[src/rtl/snand_pkg.sv]
package snand_pkg;

   typedef enum logic [1:0] {
      LANES_X1 = 2'd0,
      LANES_X4 = 2'd1,
      LANES_X8 = 2'd2
   } lane_mode_e;

   localparam logic [7:0] OP_PAGE_LOAD = 8'h13;
   localparam logic [7:0] OP_GET_FEAT  = 8'h0F;
   localparam logic [7:0] FEAT_STATUS  = 8'hC0;
   localparam logic [7:0] OP_CACHE_X1  = 8'h0B;
   localparam logic [7:0] OP_CACHE_X4  = 8'h6B;
   localparam logic [7:0] OP_CACHE_X8  = 8'h8B;

   localparam int STAT_BUSY_BIT = 0;
   localparam int STAT_UNCORR_BIT = 5;

   typedef struct packed {
      logic [31:0] tx_word;   // MSB first on lane 0
      logic [5:0]  tx_bits;   // 1..32
      logic [3:0]  dummy;     // dummy serial clocks after tx
      logic        rx_en;     // data phase follows
      lane_mode_e  lanes;     // width of the data phase
   } frame_req_t;

endpackage

[src/rtl/snand_mode_decode.sv]
module snand_mode_decode
   import snand_pkg::*;
(
   input  logic       sel1,
   input  logic       sel2,
   output lane_mode_e lanes,
   output logic [7:0] rd_opcode
);

   always_comb begin
      if (sel2) begin
         lanes     = LANES_X1;
         rd_opcode = OP_CACHE_X1;
      end else if (sel1) begin
         lanes     = LANES_X4;
         rd_opcode = OP_CACHE_X4;
      end else begin
         lanes     = LANES_X8;
         rd_opcode = OP_CACHE_X8;
      end
   end

endmodule

[src/rtl/snand_frame_engine.sv]
module snand_frame_engine
   import snand_pkg::*;
#(
   parameter int CNT_W      = 13,
   parameter int GAP_CYCLES = 2
) (
   input  logic             clk,
   input  logic             rst_n,
   input  logic             go,
   input  frame_req_t       req,
   input  logic [CNT_W-1:0] rx_count,
   input  logic [7:0]       dq_in,
   output logic             frame_done,
   output logic             rx_valid,
   output logic [7:0]       rx_byte,
   output logic             sclk,
   output logic             cs_n,
   output logic [7:0]       dq_out,
   output logic [7:0]       dq_oe
);

   localparam logic [5:0] GAP_LAST = 6'(GAP_CYCLES - 1);

   if (GAP_CYCLES < 1 || GAP_CYCLES > 32) begin : g_bad_gap
      $error("GAP_CYCLES must lie in 1..32");
   end
   if (CNT_W < 1) begin : g_bad_cnt
      $error("CNT_W must be positive");
   end

   typedef enum logic [2:0] {E_IDLE, E_TX, E_DUMMY, E_RX, E_GAP} eng_st_e;

   eng_st_e          st;
   logic             half;
   logic [31:0]      sh;
   logic [5:0]       ccnt;
   logic [2:0]       beat;
   logic [CNT_W-1:0] bleft;
   logic [7:0]       rsh;
   lane_mode_e       lm;
   logic [3:0]       dmy;
   logic             rxen;
   logic [2:0]       last_beat;
   logic [7:0]       rx_next;

   always_comb begin
      unique case (lm)
         LANES_X4: begin
            last_beat = 3'd1;
            rx_next   = {rsh[3:0], dq_in[3:0]};
         end
         LANES_X8: begin
            last_beat = 3'd0;
            rx_next   = dq_in;
         end
         default: begin
            last_beat = 3'd7;
            rx_next   = {rsh[6:0], dq_in[1]};
         end
      endcase
   end

   always_ff @(posedge clk or negedge rst_n) begin
      if (!rst_n) begin
         st         <= E_IDLE;
         half       <= 1'b0;
         sh         <= '0;
         ccnt       <= '0;
         beat       <= '0;
         bleft      <= '0;
         rsh        <= '0;
         lm         <= LANES_X1;
         dmy        <= '0;
         rxen       <= 1'b0;
         frame_done <= 1'b0;
         rx_valid   <= 1'b0;
         rx_byte    <= '0;
      end else begin
         frame_done <= 1'b0;
         rx_valid   <= 1'b0;
         unique case (st)
            E_IDLE: begin
               if (go) begin
                  st    <= E_TX;
                  sh    <= req.tx_word;
                  ccnt  <= req.tx_bits - 6'd1;
                  half  <= 1'b0;
                  lm    <= req.lanes;
                  dmy   <= req.dummy;
                  rxen  <= req.rx_en;
                  bleft <= rx_count;
                  beat  <= '0;
               end
            end
            E_TX: begin
               half <= ~half;
               if (half) begin
                  sh   <= {sh[30:0], 1'b0};
                  ccnt <= ccnt - 6'd1;
                  if (ccnt == 6'd0) begin
                     if (dmy != 4'd0) begin
                        st   <= E_DUMMY;
                        ccnt <= {2'b00, dmy} - 6'd1;
                     end else if (rxen) begin
                        st <= E_RX;
                     end else begin
                        st   <= E_GAP;
                        ccnt <= GAP_LAST;
                     end
                  end
               end
            end
            E_DUMMY: begin
               half <= ~half;
               if (half) begin
                  ccnt <= ccnt - 6'd1;
                  if (ccnt == 6'd0) begin
                     if (rxen) begin
                        st <= E_RX;
                     end else begin
                        st   <= E_GAP;
                        ccnt <= GAP_LAST;
                     end
                  end
               end
            end
            E_RX: begin
               half <= ~half;
               if (half) begin
                  rsh <= rx_next;
                  if (beat == last_beat) begin
                     beat     <= '0;
                     rx_valid <= 1'b1;
                     rx_byte  <= rx_next;
                     bleft    <= bleft - 1'b1;
                     if (bleft == CNT_W'(1)) begin
                        st   <= E_GAP;
                        ccnt <= GAP_LAST;
                     end
                  end else begin
                     beat <= beat + 3'd1;
                  end
               end
            end
            default: begin
               ccnt <= ccnt - 6'd1;
               if (ccnt == 6'd0) begin
                  st         <= E_IDLE;
                  frame_done <= 1'b1;
               end
            end
         endcase
      end
   end

   assign cs_n = (st == E_IDLE) || (st == E_GAP);
   assign sclk = half && !cs_n;

   for (genvar ln = 0; ln < 8; ln++) begin : g_lane
      if (ln == 0) begin : g_cmd
         assign dq_out[ln] = (st == E_TX) ? sh[31] : 1'b0;
         assign dq_oe[ln]  = (st == E_TX);
      end else begin : g_rx_only
         assign dq_out[ln] = 1'b0;
         assign dq_oe[ln]  = 1'b0;
      end
   end

endmodule

[src/rtl/snand_page_seq.sv]
module snand_page_seq
   import snand_pkg::*;
#(
   parameter int SMALL_PAGE_BYTES = 2048,
   parameter int LARGE_PAGE_BYTES = 4096,
   parameter int MAX_POLLS        = 64,
   parameter int DUMMY_CLKS       = 8,
   parameter int CNT_W            = 13,
   parameter int POLL_W           = 7
) (
   input  logic             clk,
   input  logic             rst_n,
   input  logic             start,
   input  logic [23:0]      row_addr,
   input  logic [15:0]      col_addr,
   input  logic             page_large,
   input  lane_mode_e       dec_lanes,
   input  logic [7:0]       dec_opcode,
   input  logic             frame_done,
   input  logic             rx_valid,
   input  logic [7:0]       rx_byte,
   output logic             go,
   output frame_req_t       req,
   output logic [CNT_W-1:0] rx_count,
   output logic             busy,
   output logic             done,
   output logic             fail_ecc,
   output logic             fail_timeout,
   output logic             out_valid,
   output logic [7:0]       out_byte
);

   localparam logic [CNT_W-1:0]  SMALL_CNT = CNT_W'(SMALL_PAGE_BYTES);
   localparam logic [CNT_W-1:0]  LARGE_CNT = CNT_W'(LARGE_PAGE_BYTES);
   localparam logic [POLL_W-1:0] POLL_LAST = POLL_W'(MAX_POLLS - 1);
   localparam logic [3:0]        DUMMY_N   = 4'(DUMMY_CLKS);

   typedef enum logic [1:0] {S_IDLE, S_LOAD, S_POLL, S_READ} seq_st_e;

   seq_st_e          st;
   logic [POLL_W-1:0] polls;
   logic [7:0]       stat;
   logic [15:0]      col_q;
   logic [7:0]       op_q;
   lane_mode_e       lanes_q;
   logic             large_q;

   always_ff @(posedge clk or negedge rst_n) begin
      if (!rst_n) begin
         st           <= S_IDLE;
         polls        <= '0;
         stat         <= '0;
         col_q        <= '0;
         op_q         <= '0;
         lanes_q      <= LANES_X1;
         large_q      <= 1'b0;
         go           <= 1'b0;
         req          <= '0;
         rx_count     <= '0;
         done         <= 1'b0;
         fail_ecc     <= 1'b0;
         fail_timeout <= 1'b0;
         out_valid    <= 1'b0;
         out_byte     <= '0;
      end else begin
         go        <= 1'b0;
         done      <= 1'b0;
         out_valid <= 1'b0;
         unique case (st)
            S_IDLE: begin
               if (start) begin
                  st           <= S_LOAD;
                  col_q        <= col_addr;
                  op_q         <= dec_opcode;
                  lanes_q      <= dec_lanes;
                  large_q      <= page_large;
                  fail_ecc     <= 1'b0;
                  fail_timeout <= 1'b0;
                  go           <= 1'b1;
                  req          <= '{tx_word: {OP_PAGE_LOAD, row_addr}, tx_bits: 6'd32,
                                    dummy: 4'd0, rx_en: 1'b0, lanes: LANES_X1};
                  rx_count     <= '0;
               end
            end
            S_LOAD: begin
               if (frame_done) begin
                  st       <= S_POLL;
                  polls    <= '0;
                  go       <= 1'b1;
                  req      <= '{tx_word: {OP_GET_FEAT, FEAT_STATUS, 16'h0000}, tx_bits: 6'd16,
                                dummy: 4'd0, rx_en: 1'b1, lanes: LANES_X1};
                  rx_count <= CNT_W'(1);
               end
            end
            S_POLL: begin
               if (rx_valid) begin
                  stat <= rx_byte;
               end
               if (frame_done) begin
                  if (stat[STAT_BUSY_BIT]) begin
                     if (polls == POLL_LAST) begin
                        st           <= S_IDLE;
                        done         <= 1'b1;
                        fail_timeout <= 1'b1;
                     end else begin
                        polls <= polls + 1'b1;
                        go    <= 1'b1;
                     end
                  end else if (stat[STAT_UNCORR_BIT]) begin
                     st       <= S_IDLE;
                     done     <= 1'b1;
                     fail_ecc <= 1'b1;
                  end else begin
                     st       <= S_READ;
                     go       <= 1'b1;
                     req      <= '{tx_word: {op_q, col_q, 8'h00}, tx_bits: 6'd24,
                                   dummy: DUMMY_N, rx_en: 1'b1, lanes: lanes_q};
                     rx_count <= large_q ? LARGE_CNT : SMALL_CNT;
                  end
               end
            end
            default: begin
               out_valid <= rx_valid;
               out_byte  <= rx_byte;
               if (frame_done) begin
                  st   <= S_IDLE;
                  done <= 1'b1;
               end
            end
         endcase
      end
   end

   assign busy = (st != S_IDLE);

endmodule

[src/rtl/snand_page_reader.sv]
module snand_page_reader
   import snand_pkg::*;
#(
   parameter int SMALL_PAGE_BYTES = 2048,
   parameter int LARGE_PAGE_BYTES = 4096,
   parameter int MAX_POLLS        = 64,
   parameter int DUMMY_CLKS       = 8,
   parameter int GAP_CYCLES       = 2
) (
   input  logic        clk,
   input  logic        rst_n,
   input  logic        start,
   input  logic [23:0] row_addr,
   input  logic [15:0] col_addr,
   input  logic        page_large,
   input  logic        mode_sel1,
   input  logic        mode_sel2,
   output logic        sclk,
   output logic        cs_n,
   output logic [7:0]  dq_out,
   output logic [7:0]  dq_oe,
   input  logic [7:0]  dq_in,
   output logic        busy,
   output logic        done,
   output logic        fail_ecc,
   output logic        fail_timeout,
   output logic        rd_valid,
   output logic [7:0]  rd_byte
);

   localparam int CNT_W  = $clog2(LARGE_PAGE_BYTES + 1);
   localparam int POLL_W = $clog2(MAX_POLLS + 1);

   if (SMALL_PAGE_BYTES < 1 || LARGE_PAGE_BYTES < SMALL_PAGE_BYTES) begin : g_bad_page
      $error("page sizes must satisfy 1 <= SMALL <= LARGE");
   end
   if (MAX_POLLS < 1) begin : g_bad_polls
      $error("MAX_POLLS must be at least 1");
   end
   if (DUMMY_CLKS < 0 || DUMMY_CLKS > 15) begin : g_bad_dummy
      $error("DUMMY_CLKS must lie in 0..15");
   end

   lane_mode_e       dec_lanes;
   logic [7:0]       dec_opcode;
   logic             go;
   frame_req_t       req;
   logic [CNT_W-1:0] rx_count;
   logic             frame_done;
   logic             rx_valid;
   logic [7:0]       rx_byte;

   snand_mode_decode i_decode (
      .sel1      (mode_sel1),
      .sel2      (mode_sel2),
      .lanes     (dec_lanes),
      .rd_opcode (dec_opcode)
   );

   snand_page_seq #(
      .SMALL_PAGE_BYTES (SMALL_PAGE_BYTES),
      .LARGE_PAGE_BYTES (LARGE_PAGE_BYTES),
      .MAX_POLLS        (MAX_POLLS),
      .DUMMY_CLKS       (DUMMY_CLKS),
      .CNT_W            (CNT_W),
      .POLL_W           (POLL_W)
   ) i_seq (
      .clk          (clk),
      .rst_n        (rst_n),
      .start        (start),
      .row_addr     (row_addr),
      .col_addr     (col_addr),
      .page_large   (page_large),
      .dec_lanes    (dec_lanes),
      .dec_opcode   (dec_opcode),
      .frame_done   (frame_done),
      .rx_valid     (rx_valid),
      .rx_byte      (rx_byte),
      .go           (go),
      .req          (req),
      .rx_count     (rx_count),
      .busy         (busy),
      .done         (done),
      .fail_ecc     (fail_ecc),
      .fail_timeout (fail_timeout),
      .out_valid    (rd_valid),
      .out_byte     (rd_byte)
   );

   snand_frame_engine #(
      .CNT_W      (CNT_W),
      .GAP_CYCLES (GAP_CYCLES)
   ) i_engine (
      .clk        (clk),
      .rst_n      (rst_n),
      .go         (go),
      .req        (req),
      .rx_count   (rx_count),
      .dq_in      (dq_in),
      .frame_done (frame_done),
      .rx_valid   (rx_valid),
      .rx_byte    (rx_byte),
      .sclk       (sclk),
      .cs_n       (cs_n),
      .dq_out     (dq_out),
      .dq_oe      (dq_oe)
   );

endmodule

[config.mk]
export PLATFORM = sky130hd
export DESIGN_NAME = snand_page_reader
export DESIGN_NICKNAME = d
export VERILOG_FILES = /design/src/rtl/snand_pkg.sv /design/src/rtl/snand_mode_decode.sv /design/src/rtl/snand_frame_engine.sv /design/src/rtl/snand_page_seq.sv /design/src/rtl/snand_page_reader.sv
export SDC_FILE = /design/constraint.sdc
export NUM_CORES = 1
export LEC_CHECK = 0
export BUFFER_PORTS_ARGS = -buffer_cell sky130_fd_sc_hd__buf_2
export CAP_MARGIN = 10
export CELL_PAD_IN_SITES_DETAIL_PLACEMENT = 0
export CELL_PAD_IN_SITES_GLOBAL_PLACEMENT = 1
export CORE_MARGIN = 8
export CORE_UTILIZATION = 43
export CTS_BUF_LIST = sky130_fd_sc_hd__clkbuf_8
export DETAILED_ROUTE_END_ITERATION = 10
export PLACE_DENSITY_LB_ADDON = 0.05
export SLEW_MARGIN = 20
export SYNTH_ARGS = -nofsm -noshare
export SYNTH_HDL_FRONTEND = slang
export SYNTH_SLANG_ARGS = --single-unit
export TNS_END_PERCENT = 5
[constraint.sdc]
create_clock -name clk -period 2.48 [get_ports clk]
set_input_delay 0.372 -clock clk [delete_from_list [all_inputs] [get_ports clk]]
set_output_delay 0.372 -clock clk [all_outputs]
set_load 0.01 [all_outputs]
==> run summary, run 1 <==
Power density relative to cell area = 528 nW/um^2
Top-area cell type share of the netlist area = 0.520
Instance count after placement with tap cells included = 1015
CTS buffer count = 17
Startpoint Class = flop
Number of global-route vias before repair = 5953
Worst Skew = 0.0125 ns
Count of antenna diodes in the layout = 0
Routability congestion estimate = 0.804
Worst slew slack as a fraction of its limit = 0.534
Initial Util = 0.438
Clock insertion delay at the later pin of the skew report = 0.44 ns
Hold WS = 0.159 ns
Fraction of the core area covered by cells at the end of the flow = 0.502
Status = finished clean
Area of all placed cells without fillers = 8660 um^2
Number of synthesized register bits = 157
Share of synthesized registers carrying an async set or reset = 1.00
Fraction of layout cells with a size suffix above 1 = 0.210
Highest clock rate = 443 MHz
Dominant delay contributor by cell family on the critical path = simple AND/OR/NAND/NOR gates
Maximum net fanout on the critical path = 10
Slowest library cell on the worst path = or3_4
Switching portion of total power = 0.229
Startpoint of the most critical hold path = col_addr[9]
Total wirelength of the detailed-routed design = 17400 um
Maximum number of pins on one net before global-route repair = 64
RSZ-0062 raised after global routing = false
Part of the cycle the worst path needs = 0.910
Slew @ Worst Pin = 0.694 ns
Final Max Slew Viols = 0
Final critical delay including setup and external delays = 2.26 ns
WP data required = 2.85 ns
Number of nets with antenna violations after detailed routing = 0
Number of unique standard cell types used by synthesis = 65
DIE AREA = 22100 um^2
Initial antenna violation count = 0
Total number of placement rows = 48
Setup bufs post-CTS = 0
Average size of a mapped cell = 10.2 um^2
Synth Flop Type = dfrtp_1
Number of maximum-capacitance violations = 0
Number of buffers inserted by port buffering = 70
Cell-by-cell trace of the critical path = inv_1, ha_1, or3_4, a21oi_4, o21ai_2, buf_4, or3_1, a21oi_1
I/O pin total = 85
Combinational fraction of design power = 0.027
Critical path endpoint category = flop
Number of iterations in the first detailed-routing pass = 4
Signed area change from the synthesized netlist to the final layout = 14.7%
Depth of the most critical reg-to-reg path = 8
Last element of the critical path = i_engine.bleft[4]
Static leakage = 4.15 nW
Peak supply drop = 0.333 mV
Arrival time worst endpoint = 2.62 ns
Sequential Power Share = 0.560
Layout Cells excl Fill = 1048
Remaining routing DRC violations = 0
Number of nets at the end of the flow = 878
Wire length of the first global-routing pass = 29600 um
Initial DRC count = 324
Count of flip-flops with a built-in enable after synthesis = 0
Buffering stage count on the worst path with inverters included = 2
Storage cell area = 3930 um^2
Die Span Y = 148 um
Total area of multi-input combinational cells = 3320 um^2
Sequential area share after synthesis = 0.520
FF-to-FF End = i_engine.bleft[4]
Start point of the critical path = i_engine.lm[0]
Max Buffers Root-to-Sink = 2
Internal cell power = 3.52 mW
Clock root cell = clkbuf_8
Library cell occupying the most area in the post-synthesis netlist = dfrtp_1
Clock-pin slew on the worst setup and hold paths = 0.08 ns
Global route overflow = 0
Total negative slack = 0 ns
Horiz. Die Dim = 148 um
Count of cell instances traversed by the critical path = 8
Number of hold violations in the final report = 0
Routed length per instance = 16.6 um
Count of endpoints failing setup in the final report = 0
Sink count of the clock tree = 157
Fraction of power consumed by the clock network = 0.413
Warnings from Yosys = 0
Final HPWL from detailed placement = 12200 um
Reg-to-reg critical path startpoint = i_engine.lm[0]
Dpl cell area = 8250 um^2
HP Class = input port to flop
Cells after synthesis = 737
Number of H-tree levels = 4
CP Class = flop to flop
Delay contributed by the slowest stage of the critical path = 0.40 ns
Filler cell count = 1614
Core Footprint = 17200 um^2
Area contributors post-synth = dfrtp_1 52%, o21ai_0 5.1%, mux2_2 4.6%, nand2_1 4.5%, mux2i_1 3.7%
Cell Area, Synth = 7550 um^2
Register-to-Register Setup Slack = 0.22 ns
Detailed-route via count = 5591
Clock tree from TritonCTS = yes
Detailed-route vias per instance = 5.33
Total global routing track utilization = 0.165
Switching Power = 1.05 mW
==> layout make-up <==
class | count | share of cell area
inverter | 22 | 0.00954
sequential | 157 | 0.454
multi-input combinational | 512 | 0.384
clock buffer | 18 | 0.0286
tap | 225 | 0.0325
timing repair buffer | 100 | 0.0747
clock inverter | 14 | 0.0166
==> sequential cells by signal (all words and copies together) (netlist names), 2 cells and up <==
name	count
i_engine.st	3
i_engine.beat	3
i_engine.ccnt	6
i_seq.out_byte	8
i_seq.stat	2
i_seq.polls	7
i_seq.op_q	2
i_seq.req	32
i_engine.rsh	7
i_seq.col_q	16
i_engine.lm	2
i_engine.bleft	13
i_engine.rx_byte	8
i_seq.rx_count	2
i_engine.sh	32
i_seq.st	2
==> layout by cell type, fill, tap and decap left out, types with 9 or more instances in the layout <==
| cell type | instances |
|---|---|
| conb_1 | 14 |
| clkbuf_8 | 18 |
| a21oi_1 | 41 |
| o21ai_0 | 77 |
| or3_1 | 9 |
| buf_4 | 24 |
| nor3b_1 | 18 |
| ha_1 | 14 |
| mux2_2 | 31 |
| nand2_1 | 91 |
| a221o_1 | 14 |
| buf_2 | 69 |
| nand2b_1 | 18 |
| nor2_1 | 28 |
| inv_1 | 23 |
| nor2b_1 | 9 |
| mux2i_1 | 28 |
| dfrtp_1 | 157 |
==> cell usage after synthesis (all sizes together), types with 7 or more instances <==
| master | instances |
|---|---|
| a21oi | 43 |
| nor3b | 20 |
| nor3 | 7 |
| or3 | 10 |
| mux2 | 31 |
| dfrtp | 157 |
| buf | 29 |
| a221o | 14 |
| mux2i | 28 |
| ha | 14 |
| o21ai | 79 |
| o31ai | 7 |
| a31oi | 7 |
| nor2b | 9 |
| nor2 | 28 |
| inv | 22 |
| nand2b | 18 |
| and2 | 8 |
| nand2 | 91 |
| clkbuf | 30 |
==> routing by layer <==
layer	wire length, um	global-route usage	vias up
met3	711	0.0416	13
met5	0	0	-
met2	8450	0.269	95
li1	-	-	2736
met4	144	0.0408	0
met1	8120	0.215	2747
==> per-stage QoR <==
stage	total power, mW	setup slack, ns
2_1_floorplan	2.64	0.139
6_report	4.57	0.222
3_5_place_dp	2.73	0.243
5_1_grt	4.77	0.0552
4_1_cts	4.65	0.0778
3_3_place_gp	2.73	0.302
==> worst reg2reg max path, cell delays in order, from the launching register on <==
cell and delay (ns):
dfrtp_1 0.36, inv_1 0.07, ha_1 0.32, or3_4 0.40, a21oi_4 0.24, o21ai_2 0.13, buf_4 0.18, or3_1 0.34
a21oi_1 0.14
==> worst min-delay path by stage <==
stage	endpoint	slack, ns	cells past startpoint
CTS	i_seq.col_q[9]	0.13	2
floorplan	i_engine.beat[0]	0.08	0
detailed placement	i_engine.ccnt[2]	0.34	1
global route	i_seq.col_q[0]	0.12	2
finish	i_seq.col_q[9]	0.16	2
global placement	i_engine.ccnt[0]	0.34	1
==> power by group through the flow <==
stage	Sequential [mW]	Combinational [mW]	Clock, mW
2_1_floorplan	2.61	0.0345	0
3_3_place_gp	2.61	0.125	0
3_5_place_dp	2.61	0.126	0
4_1_cts	2.56	0.128	1.96
5_1_grt	2.56	0.142	2.07
6_report	2.56	0.123	1.89
==> logic make-up (layout without fill, tap and decap cells) <==
| logic type | after synthesis | in the layout | synth area share |
|---|---|---|---|
| buffers and inverters | 81 | 154 | 0.0486 |
| other | 1 | 14 | 0.000497 |
| adder cells (fa/ha/maj) | 14 | 14 | 0.0232 |
| flip-flops | 157 | 157 | 0.520 |
| XOR/XNOR | 7 | 7 | 0.00812 |
| multiplexers | 59 | 59 | 0.0834 |
| AO/OA/AOI/OAI | 202 | 202 | 0.171 |
| AND/OR/NAND/NOR | 216 | 216 | 0.145 |
==> timing repair <==
item | 4_1_cts | 5_1_grt
endpoints found under the hold margin | 45 | 0
gates resized for setup | 0 | 1
endpoints found under the setup margin | 0 | 1
hold buffers | 1 | 0
(Power assumes the default switching activity.)
==> inputs of run 2 (changes only) <==
--- a/config.mk
+++ b/config.mk
@@ -10,7 +10,7 @@
 export CELL_PAD_IN_SITES_DETAIL_PLACEMENT = 0
 export CELL_PAD_IN_SITES_GLOBAL_PLACEMENT = 1
 export CORE_MARGIN = 8
-export CORE_UTILIZATION = 43
+export CORE_UTILIZATION = 35
 export CTS_BUF_LIST = sky130_fd_sc_hd__clkbuf_8
 export DETAILED_ROUTE_END_ITERATION = 10
 export PLACE_DENSITY_LB_ADDON = 0.05
==> run 2 against run 1 <==
Largest power group unchanged. Total power up 0.90%. Critical path depth is 1 lower. First-iteration DRC count decreased by 27%. Critical path type unchanged. Clock skew rose by 0.0029 ns. Sequential share of layout area shrank 0.42 points. Largest cell class unchanged. Final cell count is 5.2% higher.
==> run summary, run 2 (synthesis gave the netlist of run 1 again) <==
Arrival time worst endpoint = 2.64 ns
Internal cell power = 3.52 mW
Critical path endpoint category = flop
Fraction of power consumed by the clock network = 0.418
Most common library cell in the layout ignoring fill and taps = dfrtp_1
Final Max Slew Viols = 0
DIE AREA = 26500 um^2
Number of nets at the end of the flow = 883
Highest clock rate = 440 MHz
Fraction of layout cells with a size suffix above 1 = 0.216
Detailed-route via count = 5569
Count of endpoints failing setup in the final report = 0
Clock tree from TritonCTS = yes
Number of hold violations in the final report = 0
Number of iterations in the first detailed-routing pass = 4
Clock root cell = clkbuf_8
Fraction of the core area covered by cells at the end of the flow = 0.414
Slew @ Worst Pin = 0.603 ns
I/O pin total = 85
Initial Util = 0.358
Initial antenna violation count = 0
Number of H-tree levels = 4
Routed length per instance = 16.4 um
Count of antenna diodes in the layout = 0
Worst Skew = 0.0154 ns
Core Footprint = 21100 um^2
Combinational fraction of design power = 0.027
Remaining routing DRC violations = 0
Detailed-route vias per instance = 5.05
Number of nets with antenna violations after detailed routing = 0
Sink count of the clock tree = 157
Final critical delay including setup and external delays = 2.27 ns
Filler cell count = 2096
Clock insertion delay at the later pin of the skew report = 0.44 ns
Wire length of the first global-routing pass = 30800 um
WP data required = 2.84 ns
Setup bufs post-CTS = 0
CTS buffer count = 17
Initial DRC count = 238
Horiz. Die Dim = 163 um
Switching Power = 1.08 mW
Total global routing track utilization = 0.143
Number of maximum-capacitance violations = 0
CP Class = flop to flop
Startpoint Class = flop
Number of global-route vias before repair = 5901
Die Span Y = 163 um
Switching portion of total power = 0.235
Registers with the highest flip-flop counts = i_engine.sh: 32 flops, i_seq.req: 32 flops, i_seq.col_q: 16 flops
Total negative slack = 0 ns
Hold Crit Depth = 2
Status = finished clean
Max Buffers Root-to-Sink = 2
RSZ-0062 raised after global routing = false
Total wirelength of the detailed-routed design = 18100 um
Maximum net fanout on the critical path = 8
Global route overflow = 0
Maximum number of pins on one net before global-route repair = 64
HP Class = input port to flop
Post-layout power = 4.61 mW
Power density relative to cell area = 527 nW/um^2
Routability congestion estimate = 0.806
Worst slew slack as a fraction of its limit = 0.598
Peak supply drop = 0.317 mV
Static leakage = 4.16 nW
Signed area change from the synthesized netlist to the final layout = 15.8%
Storage cell area = 3930 um^2
Most frequent cells in the layout = 156 x dfrtp_1, 91 x nand2_1, 77 x o21ai_0, 69 x buf_2, 41 x a21oi_1
Total area of multi-input combinational cells = 3320 um^2
Part of the cycle the worst path needs = 0.917
Final HPWL from detailed placement = 12800 um
Clock-pin slew on the worst setup and hold paths = 0.09 ns
Sequential Power Share = 0.555
Total number of placement rows = 53
Number of buffers inserted by port buffering = 70
Depth of the most critical reg-to-reg path = 7
-- run 2: routing by layer --
layer  share of wire  GRT usage
met1            0.49      0.189
met2            0.48      0.233
met3           0.029     0.0354
met4          0.0047     0.0292
met5               0          0
-- run 2: area by class of cell --
cell class / count / share of cell area
Clock buffer: 18 / 0.0283
Multi-Input combinational cell: 512 / 0.380
Clock inverter: 14 / 0.0163
Timing Repair Buffer: 105 / 0.0769
Tap cell: 275 / 0.0394
Sequential cell: 157 / 0.450
Inverter: 22 / 0.00945
-- run 2: per-stage QoR --
stage | setup slack [ns] | instance area [um^2] | hold WS (ns) | instances
3_3_place_gp | 0.229 | 8340 | 0.394 | 1070
3_5_place_dp | 0.165 | 8340 | 0.408 | 1070
4_1_cts | 0.142 | 8740 | 0.114 | 1103
2_1_floorplan | 0.139 | 7600 | 0.0764 | 750
6_report | 0.206 | 8740 | 0.155 | 1103
5_1_grt | 0.0203 | 8740 | 0.108 | 1103
-- run 2: power groups by stage --
stage / logic (mW) / clock network (mW) / registers [mW]
after floorplan: 0.0345 / 0 / 2.61
after CTS: 0.133 / 2.01 / 2.56
after detailed placement: 0.131 / 0 / 2.61
after global routing: 0.145 / 2.11 / 2.56
final: 0.126 / 1.92 / 2.56
after global placement: 0.129 / 0 / 2.61
-- run 2: what timing repair did --
action,in CTS,in global routing
hold endpoints to repair,53,0
endpoints found under the setup margin,1,1
gates resized for setup,1,1
hold buffers,1,0
-- run 2: path summary, 6_finish.rpt --
kind                                      from            endpoint  slack, ns
worst min register to register   i_seq.req[38]       i_seq.req[38]       0.47
worst min-delay path               col_addr[6]      i_seq.col_q[6]       0.16
max in group asynchronous                rst_n  i_seq.fail_timeout       1.25
worst max-delay path            i_engine.lm[0]   i_engine.bleft[9]       0.21
worst max register to register  i_engine.lm[0]   i_engine.bleft[9]       0.21
min in group asynchronous                rst_n    i_engine.ccnt[0]       0.48
-- run 2: critical path, cell delays in order, from the launching register on --
cell and delay [ns]:
dfrtp_1 0.38, inv_1 0.10, ha_1 0.26, or3_4 0.40, a21oi_4 0.27, o21ai_2 0.16
or4_1 0.48, a21oi_1 0.15
